<file path="config.mk">
export PLATFORM = sky130hd
export DESIGN_NAME = flit_energy_gate
export DESIGN_NICKNAME = d
export VERILOG_FILES = /design/src/rtl/efg_pkg.sv /design/src/rtl/efg_energy_reserve.sv /design/src/rtl/efg_hold_timer.sv /design/src/rtl/efg_event_counter.sv /design/src/rtl/efg_ctrl.sv /design/src/rtl/flit_energy_gate.sv
export SDC_FILE = /design/constraint.sdc
export NUM_CORES = 1
export LEC_CHECK = 0
export ABC_AREA = 1
export ABC_CLOCK_PERIOD_IN_PS = 3800
export BUFFER_PORTS_ARGS = -buffer_cell sky130_fd_sc_hd__buf_4
export CELL_PAD_IN_SITES_DETAIL_PLACEMENT = 1
export CELL_PAD_IN_SITES_GLOBAL_PLACEMENT = 1
export CORE_ASPECT_RATIO = 0.6
export CORE_MARGIN = 2
export CORE_UTILIZATION = 40
export DETAILED_ROUTE_END_ITERATION = 12
export GPL_TIMING_DRIVEN = 1
export PLACE_DENSITY = 0.83
export SYNTH_ARGS = -nofsm -noshare
export SYNTH_HDL_FRONTEND = slang
export SYNTH_SLANG_ARGS = --single-unit
</file>
<file path="constraint.sdc">
create_clock -name clk -period 3.8 [get_ports clk]
set_input_delay 0.76 -clock clk [delete_from_list [all_inputs] [get_ports clk]]
set_output_delay 0.76 -clock clk [all_outputs]
set_load 0.01 [all_outputs]
</file>
<file path="src/rtl/efg_pkg.sv">
package efg_pkg;
    typedef enum logic [2:0] {
        ST_IDLE  = 3'd0,
        ST_CHECK = 3'd1,
        ST_HOLD  = 3'd2,
        ST_WAKE  = 3'd3,
        ST_SEND  = 3'd4
    } efg_state_e;
endpackage

</file>
<file path="src/rtl/efg_energy_reserve.sv">
module efg_energy_reserve #(
    parameter int EW = 12
) (
    input  logic          clk,
    input  logic          rst_n,
    input  logic          add_en,
    input  logic [EW-1:0] add_amt,
    input  logic          take_en,
    input  logic [EW-1:0] take_amt,
    output logic [EW-1:0] level
);
    localparam logic [EW-1:0] LEVEL_MAX = '1;

    logic [EW-1:0] level_q;
    logic [EW-1:0] level_d;
    logic [EW:0]   after_take;
    logic [EW:0]   sum;

    always_comb begin
        after_take = {1'b0, level_q} - (take_en ? {1'b0, take_amt} : '0);
        sum        = after_take + (add_en ? {1'b0, add_amt} : '0);
        level_d    = sum[EW] ? LEVEL_MAX : sum[EW-1:0];
    end

    always_ff @(posedge clk) begin
        if (!rst_n) level_q <= '0;
        else        level_q <= level_d;
    end

    assign level = level_q;


    no_underflow_chk: assert property (@(posedge clk) disable iff (!rst_n)
        take_en |-> (take_amt <= level_q));


    stored_debit_chk: assert property (@(posedge clk) disable iff (!rst_n)
        (take_en && !add_en) |=> (level_q == $past(level_q) - $past(take_amt)));


    deposit_mono_chk: assert property (@(posedge clk) disable iff (!rst_n)
        (add_en && !take_en) |=> (level_q >= $past(level_q)));
endmodule

</file>
<file path="src/rtl/efg_hold_timer.sv">
module efg_hold_timer #(
    parameter int TW = 8
) (
    input  logic          clk,
    input  logic          rst_n,
    input  logic          clear,
    input  logic          tick,
    input  logic [TW-1:0] limit,
    output logic          expire
);
    logic [TW-1:0] cnt_q;

    always_ff @(posedge clk) begin
        if (!rst_n || clear) cnt_q <= '0;
        else if (tick)       cnt_q <= cnt_q + 1'b1;
    end

    assign expire = tick && (({1'b0, cnt_q} + {{TW{1'b0}}, 1'b1}) == {1'b0, limit});


    no_overflow_chk: assert property (@(posedge clk) disable iff (!rst_n)
        tick |-> (cnt_q < limit));
endmodule

</file>
<file path="src/rtl/efg_event_counter.sv">
module efg_event_counter #(
    parameter int CW = 16
) (
    input  logic          clk,
    input  logic          rst_n,
    input  logic          inc,
    output logic [CW-1:0] count
);
    logic [CW-1:0] count_q;

    always_ff @(posedge clk) begin
        if (!rst_n)   count_q <= '0;
        else if (inc) count_q <= count_q + 1'b1;
    end

    assign count = count_q;


    count_step_chk: assert property (@(posedge clk) disable iff (!rst_n)
        inc |=> (count_q == $past(count_q) + 1'b1));


    count_hold_chk: assert property (@(posedge clk) disable iff (!rst_n)
        !inc |=> $stable(count_q));
endmodule

</file>
<file path="src/rtl/efg_ctrl.sv">
module efg_ctrl
    import efg_pkg::*;
#(
    parameter int EW = 12,
    parameter int TW = 8
) (
    input  logic          clk,
    input  logic          rst_n,
    input  logic          flit_valid,
    input  logic [EW-1:0] flit_cost,
    input  logic [TW-1:0] hold_limit,
    input  logic [EW-1:0] energy_level,
    input  logic          timer_expire,
    output logic          take_en,
    output logic [EW-1:0] take_amt,
    output logic          timer_clear,
    output logic          timer_tick,
    output logic [TW-1:0] limit_q,
    output logic          fwd_go,
    output logic          fwd_ext,
    output logic          low_v
);
    efg_state_e    state_q, state_d;
    logic [EW-1:0] cost_q;
    logic          ext_q, ext_d;
    logic          enough;

    assign enough = (energy_level >= cost_q);

    always_comb begin
        state_d = state_q;
        ext_d   = ext_q;
        unique case (state_q)
            ST_IDLE: begin
                if (flit_valid) state_d = ST_CHECK;
            end
            ST_CHECK: begin
                if (enough) begin
                    state_d = ST_SEND;
                    ext_d   = 1'b0;
                end else if (limit_q == '0) begin
                    state_d = ST_SEND;
                    ext_d   = 1'b1;
                end else begin
                    state_d = ST_HOLD;
                end
            end
            ST_HOLD: begin
                if (enough) begin
                    state_d = ST_WAKE;
                    ext_d   = 1'b0;
                end else if (timer_expire) begin
                    state_d = ST_WAKE;
                    ext_d   = 1'b1;
                end
            end
            ST_WAKE: state_d = ST_SEND;
            ST_SEND: state_d = ST_IDLE;
            default: state_d = ST_IDLE;
        endcase
    end

    always_ff @(posedge clk) begin
        if (!rst_n) begin
            state_q <= ST_IDLE;
            cost_q  <= '0;
            limit_q <= '0;
            ext_q   <= 1'b0;
        end else begin
            state_q <= state_d;
            ext_q   <= ext_d;
            if (state_q == ST_IDLE && flit_valid) begin
                cost_q  <= flit_cost;
                limit_q <= hold_limit;
            end
        end
    end

    always_comb begin
        low_v       = (state_q == ST_HOLD);
        fwd_go      = (state_q == ST_SEND);
        fwd_ext     = (state_q == ST_SEND) && ext_q;
        take_en     = (state_q == ST_SEND) && !ext_q;
        take_amt    = cost_q;
        timer_clear = (state_q != ST_HOLD);
        timer_tick  = (state_q == ST_HOLD) && !enough;
    end


    ext_with_go_chk: assert property (@(posedge clk) disable iff (!rst_n)
        fwd_ext |-> fwd_go);


    go_pulse_chk: assert property (@(posedge clk) disable iff (!rst_n)
        fwd_go |=> !fwd_go);


    wake_before_send_chk: assert property (@(posedge clk) disable iff (!rst_n)
        (state_q == ST_HOLD) |=> (state_q != ST_SEND));


    zero_limit_chk: assert property (@(posedge clk) disable iff (!rst_n)
        (state_q == ST_CHECK && limit_q == '0) |=> !low_v);


    cost_latch_chk: assert property (@(posedge clk) disable iff (!rst_n)
        (state_q == ST_HOLD) |=> $stable(cost_q));
endmodule

</file>
<file path="src/rtl/flit_energy_gate.sv">
module flit_energy_gate #(
    parameter int ENERGY_W = 12,
    parameter int TIMER_W  = 8,
    parameter int COUNT_W  = 16
) (
    input  logic                clk,
    input  logic                rst_n,
    input  logic                charge_en,
    input  logic [ENERGY_W-1:0] charge_amt,
    input  logic [TIMER_W-1:0]  hold_limit,
    input  logic                flit_valid,
    input  logic [ENERGY_W-1:0] flit_cost,
    output logic                fwd_go,
    output logic                fwd_ext,
    output logic                buf_low_v,
    output logic [ENERGY_W-1:0] energy_level,
    output logic [COUNT_W-1:0]  ext_count
);
    logic                take_en;
    logic [ENERGY_W-1:0] take_amt;
    logic                timer_clear;
    logic                timer_tick;
    logic                timer_expire;
    logic [TIMER_W-1:0]  limit_q;

    efg_ctrl #(.EW(ENERGY_W), .TW(TIMER_W)) ctrl_i (
        .clk          (clk),
        .rst_n        (rst_n),
        .flit_valid   (flit_valid),
        .flit_cost    (flit_cost),
        .hold_limit   (hold_limit),
        .energy_level (energy_level),
        .timer_expire (timer_expire),
        .take_en      (take_en),
        .take_amt     (take_amt),
        .timer_clear  (timer_clear),
        .timer_tick   (timer_tick),
        .limit_q      (limit_q),
        .fwd_go       (fwd_go),
        .fwd_ext      (fwd_ext),
        .low_v        (buf_low_v)
    );

    efg_energy_reserve #(.EW(ENERGY_W)) reserve_i (
        .clk      (clk),
        .rst_n    (rst_n),
        .add_en   (charge_en),
        .add_amt  (charge_amt),
        .take_en  (take_en),
        .take_amt (take_amt),
        .level    (energy_level)
    );

    efg_hold_timer #(.TW(TIMER_W)) timer_i (
        .clk    (clk),
        .rst_n  (rst_n),
        .clear  (timer_clear),
        .tick   (timer_tick),
        .limit  (limit_q),
        .expire (timer_expire)
    );

    efg_event_counter #(.CW(COUNT_W)) counter_i (
        .clk   (clk),
        .rst_n (rst_n),
        .inc   (fwd_ext),
        .count (ext_count)
    );


    quiet_hold_chk: assert property (@(posedge clk) disable iff (!rst_n)
        buf_low_v |-> !fwd_go);
endmodule

</file>
# Word-level counts from Yosys, hierarchy flattened
# Cells that the tools add are included.
# totals
word_cells	50
ff_bits	60
out_inout_bits	31
in_bits	36
# classes
reduce_logical	14
add_sub_neg	5
eq_ne	9
n_lt_le_gt_ge	1
muxes	14
# ops
op	count
$mux 12	3
$add 16x1->16 const B	1
$mux 3	5
$add 13x13->13	1
$sub 12x13->13	1
$ge 12x12->1	1
$pmux 3 s4	1
$add 8x1->9 const B	1
$eq 9x8->1	1
$add 8x1->8 const B	1
$logic_not 8->1	1
$eq 3x2->1 const B	2
$ne 3x1->1 const B	2
$logic_and 1x1->1	5
$mux 1	4
$eq 3x1->1 const B	1
$eq 3x3->1 const B	1
$logic_not 1->1	3
$logic_not 3->1	1
$ne 3x2->1 const B	1
$reduce_and 3->1	1
$ne 2x2->1 const B	1
$pmux 1 s2	1
$reduce_and 2->1	1
other kinds (2)	2

# Longest topological paths before layout
# Gate-level depths: netlist of run 1.
# depth
word_depth	7
mapped_depth	21
depth_no_buf	20

# By module
# A second synthesis of run 1 with hierarchy kept.
# unflattened
cells_unflattened	672
area_unflattened_um2	4390.5
# by_module_without_submodules
mod	area_per_inst_um2	seq_area_each_um2	n_inst	cells_each
efg_energy_reserve	1679.1	240.2	1	267
efg_ctrl	1222.4	480.5	1	171
efg_event_counter	845.8	320.3	1	126
efg_hold_timer	643.1	160.2	1	108

# Least setup slack after synthesis of run 1
# No wires, ideal clock.
# synth_path
path_kind	input to register
from	in charge_en
to	reg reserve_i.level_q[7] (netlist: reserve_i.level[7])
t_required_ns	3.690
path_stages	16
path_slack_ns	0.604
path_buffers	2
arrival_ns	3.086
setup_ns	0.110
cell_sequence	clkbuf_1 -> nand2_1 -> fa_1 -> fa_1 -> nand3b_1 -> nand3_1 -> inv_1 -> o21ai_1 -> nand2_1 -> nand2_1 -> nand2_1 -> nand2_1 -> buf_4 -> nand2_1 -> nand2_1 -> inv_1
# synth_via
elab_chain_cells	3
# synth_lines
element	line_no	source
from (decl)	flit_energy_gate.sv:8	input logic charge_en,
$mux 12	efg_energy_reserve.sv:21	sum = after_take + (add_en ? {1'b0, add_amt} : '0);
$add 13x13->13	efg_energy_reserve.sv:21	
$mux 12	efg_energy_reserve.sv:22	level_d = sum[EW] ? LEVEL_MAX : sum[EW-1:0];
to (signal assigned)	efg_energy_reserve.sv:27	else level_q <= level_d;
to (decl)	efg_energy_reserve.sv:14	logic [EW-1:0] level_q;
# No other way between the ends.
# A chain may end at the register's enable or synchronous reset.

# Worst setup path in the final report of run 1
# layout_path
from	reg ctrl_i.state_q[1]
to	reg reserve_i.level_q[4] (netlist: reserve_i.level[4])
# layout_via
elab_chain_cells	6
# layout_lines
element	line_no	source
from (decl)	efg_ctrl.sv:23	efg_state_e state_q, state_d;
from (signal assigned)	efg_ctrl.sv:70	state_q <= state_d;
$eq 3x3->1	efg_ctrl.sv:83	take_en = (state_q == ST_SEND) && !ext_q;
$logic_and 1x1->1	efg_ctrl.sv:83	
$mux 12	efg_energy_reserve.sv:20	after_take = {1'b0, level_q} - (take_en ? {1'b0, take_amt} : '0);
$sub 12x13->13	efg_energy_reserve.sv:20	
$add 13x13->13	efg_energy_reserve.sv:21	
$mux 12	efg_energy_reserve.sv:22	
# No other way between the ends.

==> impl_results.md, run 1 <==
- CP Launch Type: flip-flop
- Worst-Margin Slew: 0.8488 ns
- CTS buffer count: 9
- GRT overflow: 0
- Clock-pin transition on the worst setup and hold timing paths: about 0.06 ns
- 1st-pass router iterations: 4
- First-pass GRT wire length: roughly 20000 µm
- Final hold vios: 0
- Fin crit share: 92.01%
- Synth warn: 0
- Hold Path Class: flip-flop to flip-flop
- Part of the Yosys area used for sequential elements: ~31%
- Ant. Diodes: 0
- Critical Path RT: between 4 and 5 ns
- Avg WL per Cell: approximately 16 µm
- H-tree levels: 3
- Critical path class: flip-flop to flip-flop
- I/O Buffers: 66
- Largest family of logic cells by synthesized area: simple AND/OR/NAND/NOR gates
- Setup Viol. Count Final: 0
- Maximum VDD drop: about 0.42 mV
- Post-synthesis register bit count: 60
- Static leakage: between 2 and 2.5 nW
- # IOs: 67
- Nets: 689
- XOR/XNOR Fraction of Synth Area: approximately 2.3%
- Number of synthesized flops with an enable pin: 0
- Vias per cell: ~5.1
- Initial Utilization: about two fifths
- Most used cell, CP: nand2_1
- Final wirelength: about 12000 µm
- Post-CTS sizing: 0
- Slowest stage delay, CP: between 0.4 and 0.5 ns
- Initial antenna violation count: 0
- Row count: 27
- Multiplexer share of the synthesized area: 0%
- Setup TNS: 0 ns
- Sink Count: 60
- Final instance area: approximately 4800 µm²
- Crit-path cells: nor3_4 > nand2_2 > nor2_1 > fa_1 > fa_1 > nand3b_1 > nand3_1 > inv_1 > o21ai_1 > nand2_1 > nand2_1 > nand2_1 > nand2_2 > nand2_1 > nand2_1 > inv_1
- Setup bufs post-CTS: 0
- Crit. End Element: flip-flop
- DP Area: around 4500 µm²
- Die height: approximately 80 µm
- Worst Path Buf+Inv: 2
- Max-cap violations: 0
- Vias in the first global route: 3956
- Worst reg-to-reg setup slack: around 0.3 ns
- Total global-route track usage: between 20% and 30%
- CP arrival: approximately 3.7 ns
- Post-synthesis async set-or-reset flop share: 0%
- Clock Tree Root: clkbuf_16
- Post-Syn Area: 3835 µm²
- Cell variety after synth: 36
- Synthesized Nets: just over 600
- HPWL after DPL: roughly 9500 µm
- PwrDens: 768.8 nW/µm²
- Clock buffer depth: 2
- Unrepaired setup endpoints after global routing: no
- Fin crit period: ~3.5 ns
- Die Area: roughly 10000 µm²
- Syn Area/Cell: roughly 7 µm²
- Gpl congestion: roughly 0.9
- Synth Flop Type: dfxtp_1
- Final slew viol count: 0
- CP max-delay cell: fa_1
- Fill cell count: roughly 1200
- CTS tree: done
- Die extent in x: around 130 µm
- Post-synthesis compound-gate area fraction: 15.60%
- Largest net degree at the start of global routing: 42
- Core area: around 9300 µm²
- Delay-heaviest family, CP: simple AND/OR/NAND/NOR gates
- Area delta synth->final: 24.89%
- Share of cells above drive strength 1: around 16%
- Critical Path Fanout Max: 12
- # DRC: 0
- Synth Instances: between 500 and 600
- Adder-Cell Fraction of Synth Area: about 15%
- Maximum clock frequency: between 200 and 300 MHz
- Area share of and/or/nand/nor cells after synthesis: 23.85%
- Hold Buf Count CTS: 0
- Status: complete, no violations
- Worst Clk Skew: 0.01056 ns
- DR iter-0 viols: roughly 180
- Later-pin clock latency in the skew report: 0.34 ns
- Post-DRT Antenna Nets: 0
- Via count: 3823
- Relative slew slack: about 43%
[layout make-up]
class	instances	area [µm²]	area share [%]
timing repair buffer	68	510.5	10.66
tap	130	162.7	3.396
clock buffer	10	239.0	4.990
sequential	60	1201	25.08
multi-input combinational	367	2183	45.59
inverter	108	405.4	8.464
clock inverter	6	87.58	1.829
[kinds of logic after synthesis]
logic type	count (synthesis)
AND/OR/NAND/NOR	208
buffers and inverters	120
AO/OA/AOI/OAI	110
flip-flops	60
adder cells (fa/ha/maj)	39
XOR/XNOR	10
[metal layers]
metal	wire, µm	GRT usage [%]
met2	5322	38.01
met3	722	6.501
met1	6078	35.03
met4	131	7.872
met5	0	0
[flip-flops by register name (all words and copies together) (netlist names)]
signal / cells
counter_i.count: 16
ctrl_i.take_amt: 12
reserve_i.level: 12
ctrl_i.limit_q: 8
timer_i.cnt_q: 8
ctrl_i.state_q: 3
ctrl_i.ext_q: 1
[worst paths after layout]
check	startpoint	cells after the start	to
worst max-delay path	ctrl_i.state_q[1]	16	reserve_i.level[4]
worst min-delay path	counter_i.count[15]	2	counter_i.count[15]
worst max register to register	ctrl_i.state_q[1]	16	reserve_i.level[4]
worst min register to register	counter_i.count[15]	2	counter_i.count[15]
[metrics by stage]
| step | hold slack [ns] | power (mW) | util, % | instances | setup WS, ns |
|---|---|---|---|---|---|
| floorplan | 0.4476 | 2.145 | - | 547 | 0.6039 |
| CTS | 0.4733 | 3.675 | 51.69 | 749 | 0.07419 |
| detailed placement | 0.4636 | 2.731 | 48.16 | 733 | 0.08860 |
| finish | 0.4698 | 3.682 | 51.74 | 749 | 0.3037 |
| global route | 0.4980 | 3.971 | 51.74 | 749 | 0.02000 |
| global placement | 0.4601 | 2.602 | 48.16 | 733 | 0.4205 |
[cells in the mapped netlist, types with 7 or more instances]
cell	n	share of area, %
xor2_1	7	1.6
fa_1	12	6.3
nand3_1	27	3.5
nand4_1	7	1.1
nor2_1	34	3.3
o21ai_0	32	4.2
inv_1	108	11
clkbuf_1	8	0.78
dfxtp_1	60	31
ha_1	27	8.8
a21oi_1	57	7.4
nand2_1	121	12
[worst reg2reg max path, cell delays in order, from the launching register on]
cell and delay [ns]:
dfxtp_1 0.37, nor3_4 0.30, nand2_2 0.22, nor2_1 0.19, fa_1 0.49, fa_1 0.47, nand3b_1 0.17, nand3_1 0.11
inv_1 0.07, o21ai_1 0.29, nand2_1 0.12, nand2_1 0.09, nand2_1 0.07, nand2_2 0.19, nand2_1 0.09, nand2_1 0.07
inv_1 0.05
[layout by cell type (no fill, tap or decap), drive strengths merged]
cell type  instances
a211oi             4
a21boi             1
a21o               1
a21oi             57
a31oi              2
and2               1
buf               68
bufinv             2
clkbuf            10
clkinv             1
clkinvlp           3
dfxtp             60
fa                12
ha                27
inv              108
nand2            124
nand3             27
nand3b             2
nand4              7
nor2              37
nor3               8
nor3b              1
o211a              1
o211ai             2
o21a               3
o21ai             35
o21ba              1
o21bai             3
or2                1
xnor2              3
xor2               7
[report_power, final]
group / total (mW) / switching [mW] / internal (mW)
logic: 1.90 / 1.18 / 0.719
clock network: 0.906 / 0.316 / 0.590
registers: 0.877 / 0.122 / 0.755
total: 3.68 / 1.62 / 2.06
(Power assumes the default switching activity.)
==> run 2: changes to the inputs <==
Settings changed: ABC_CLOCK_PERIOD_IN_PS 3800 to 3400, CORE_MARGIN 2 to 4, PLACE_DENSITY 0.83 to not set, PLACE_DENSITY_LB_ADDON set to 0.1.
Clock period 3.8 ns to 3.4 ns, I/O delays scaled along.
==> run 2 against run 1 <==
Net effect:
- via count is 1.2% lower
- combinational power rose by 15%
- critical path depth up 1
==> impl_results.md, run 2 (synthesis results as in run 1) <==
- Setup Viol. Count Final: 0
- Clock-pin transition on the worst setup and hold timing paths: 0.05 ns
- # IOs: 67
- Initial Utilization: between 40% and 50%
- I/O Buffers: 66
- CTS buffer count: 9
- Maximum clock frequency: roughly 310 MHz
- Die extent in x: 134.4 µm
- Nets: 694
- Hold_sp: counter_i.count[14]
- Avg WL per Cell: between 15 and 20 µm
- Final worst slack: 0.2187 ns
- Largest net degree at the start of global routing: 42
- Hold Path Class: flip-flop to flip-flop
- DP Area: between 4000 and 5000 µm²
- Worst Path Buf+Inv: 5
- Max reg flops: 16
- Clock buffer depth: 2
- H-tree levels: 3
- Tot Pwr: between 4 and 5 mW
- Setup TNS: 0 ns
- Most used cell, CP: nand2_1
- Relative slew slack: a little over half
- Row count: 27
- PwrDens: roughly 840 nW/µm²
- # DRC: 0
- Delay-heaviest family, CP: adder cells
- Fin crit period: about 3.2 ns
- Final slew viol count: 0
- Clock Tree Root: clkbuf_16
- Ant. Diodes: 0
- Via count: 3779
- Status: complete, no violations
- CP arrival: between 3 and 4 ns
- Critical Path RT: between 3 and 4 ns
- RR Startpoint: ctrl_i.state_q[2]
- HPWL after DPL: about 9600 µm
- First-pass GRT wire length: about 20000 µm
- DP Worst Slack: between 0.08 and 0.09 ns
- Critical Path Fanout Max: 6
- Slowest stage delay, CP: between 0.4 and 0.5 ns
- Core area: a little over 9000 µm²
- CP max-delay cell: fa_1
- Die height: approximately 84 µm
- Vias per cell: around 5.0
- Worst Clk Skew: around 0.0060 ns
- DR iter-0 viols: 131
- Fin crit share: between 90% and 100%
- Commonest cells after routing, fill and taps aside: nand2_1 (120), inv_1 (108), buf_4 (73)
- Static leakage: 2.330 nW
- Total global-route track usage: 22.50%
- Sink Count: 60
- Final hold vios: 0
- Max-cap violations: 0
- Final wirelength: between 10000 and 15000 µm
- Area delta synth->final: 24.60%
- Post-DRT Antenna Nets: 0
- Maximum VDD drop: around 0.36 mV
- Worst-Margin Slew: just over 0.7 ns
- Later-pin clock latency in the skew report: between 0.3 and 0.4 ns
- Share of cells above drive strength 1: between 10% and 20%
- 1st-pass router iterations: 4
- Gpl congestion: ~0.8
- Hold Buf Count CTS: 0
- CP Launch Type: flip-flop
- Crit. End Element: flip-flop
- Die Area: 11270 µm²
- Initial antenna violation count: 0
- Critical path origin: ctrl_i.state_q[2]
- GRT overflow: 0
- Critical path class: flip-flop to flip-flop
- Final instance area: about 4800 µm²
- Vias in the first global route: roughly 4100
- Most common cell after layout, fill and taps aside: nand2_1
- Crit-path cells: inv_1 > nor3_4 > nand2_4 > buf_4 > inv_1 > nand2_1 > fa_1 > ha_1 > a21oi_2 > nor2_1 > a211oi_1 > nand3_1 > nand2_1 > buf_4 > nand2_1 > nand2_1 > inv_1
- CTS tree: done
run 2: changes by cell type in the layout (fill, tap and decap cells not counted), sizes merged:
cell	change
buf	+5
bufinv	-2
clkbuf	+1
clkinvlp	-2
run 2: worst paths after layout:
| path | end | slack, ns | cells past startpoint |
|---|---|---|---|
| setup reg to reg | reserve_i.level[7] | 0.22 | 17 |
| hold / removal | counter_i.count[14] | 0.48 | 2 |
| hold reg to reg | counter_i.count[14] | 0.48 | 2 |
| setup / recovery | reserve_i.level[7] | 0.22 | 17 |
run 2: metrics by stage:
step | util (%) | hold WS, ns | std cells
floorplan | - | 0.4476 | 547
global placement | 48.49 | 0.4555 | 737
detailed placement | 48.49 | 0.4718 | 737
CTS | 51.35 | 0.4807 | 750
global route | 51.62 | 0.5233 | 751
finish | 51.62 | 0.4754 | 751
run 2: layer usage:
metal  up-vias  GRT usage (%)  wire, µm
li1       1875              -         -
met1      1824          32.41      6244
met2        72          34.69      5292
met3         8          4.880       515
met4         0          4.436        97
met5         -              0         0
run 2: final cells by class:
| cell class | count | area, µm² |
|---|---|---|
| inverters | 108 | 405.4 |
| fillers | 1221 | 4478 |
| clock inverters | 2 | 12.51 |
| repair buffers | 73 | 548.0 |
| well taps | 130 | 162.7 |
| flip-flops and latches | 60 | 1201 |
| multi-input cells | 367 | 2196 |
| clock buffers | 11 | 252.7 |
run 2: tightest hold or removal path, cell delays in order, from the launching register on:
cell     delay, ns
dfxtp_1       0.31
inv_1         0.07
a21oi_1       0.06
run 2: power breakdown:
group          internal [mW]  switching (mW)
logic                  0.865            1.33
registers              0.844           0.131
clock network          0.518           0.315
total                   2.23            1.77
run 2: timing repair:
item                       4_1_cts  5_1_grt
setup endpoints to repair        0       12
hold endpoints to repair         0        0
buffers inserted                 0        1
resized for setup                0        5
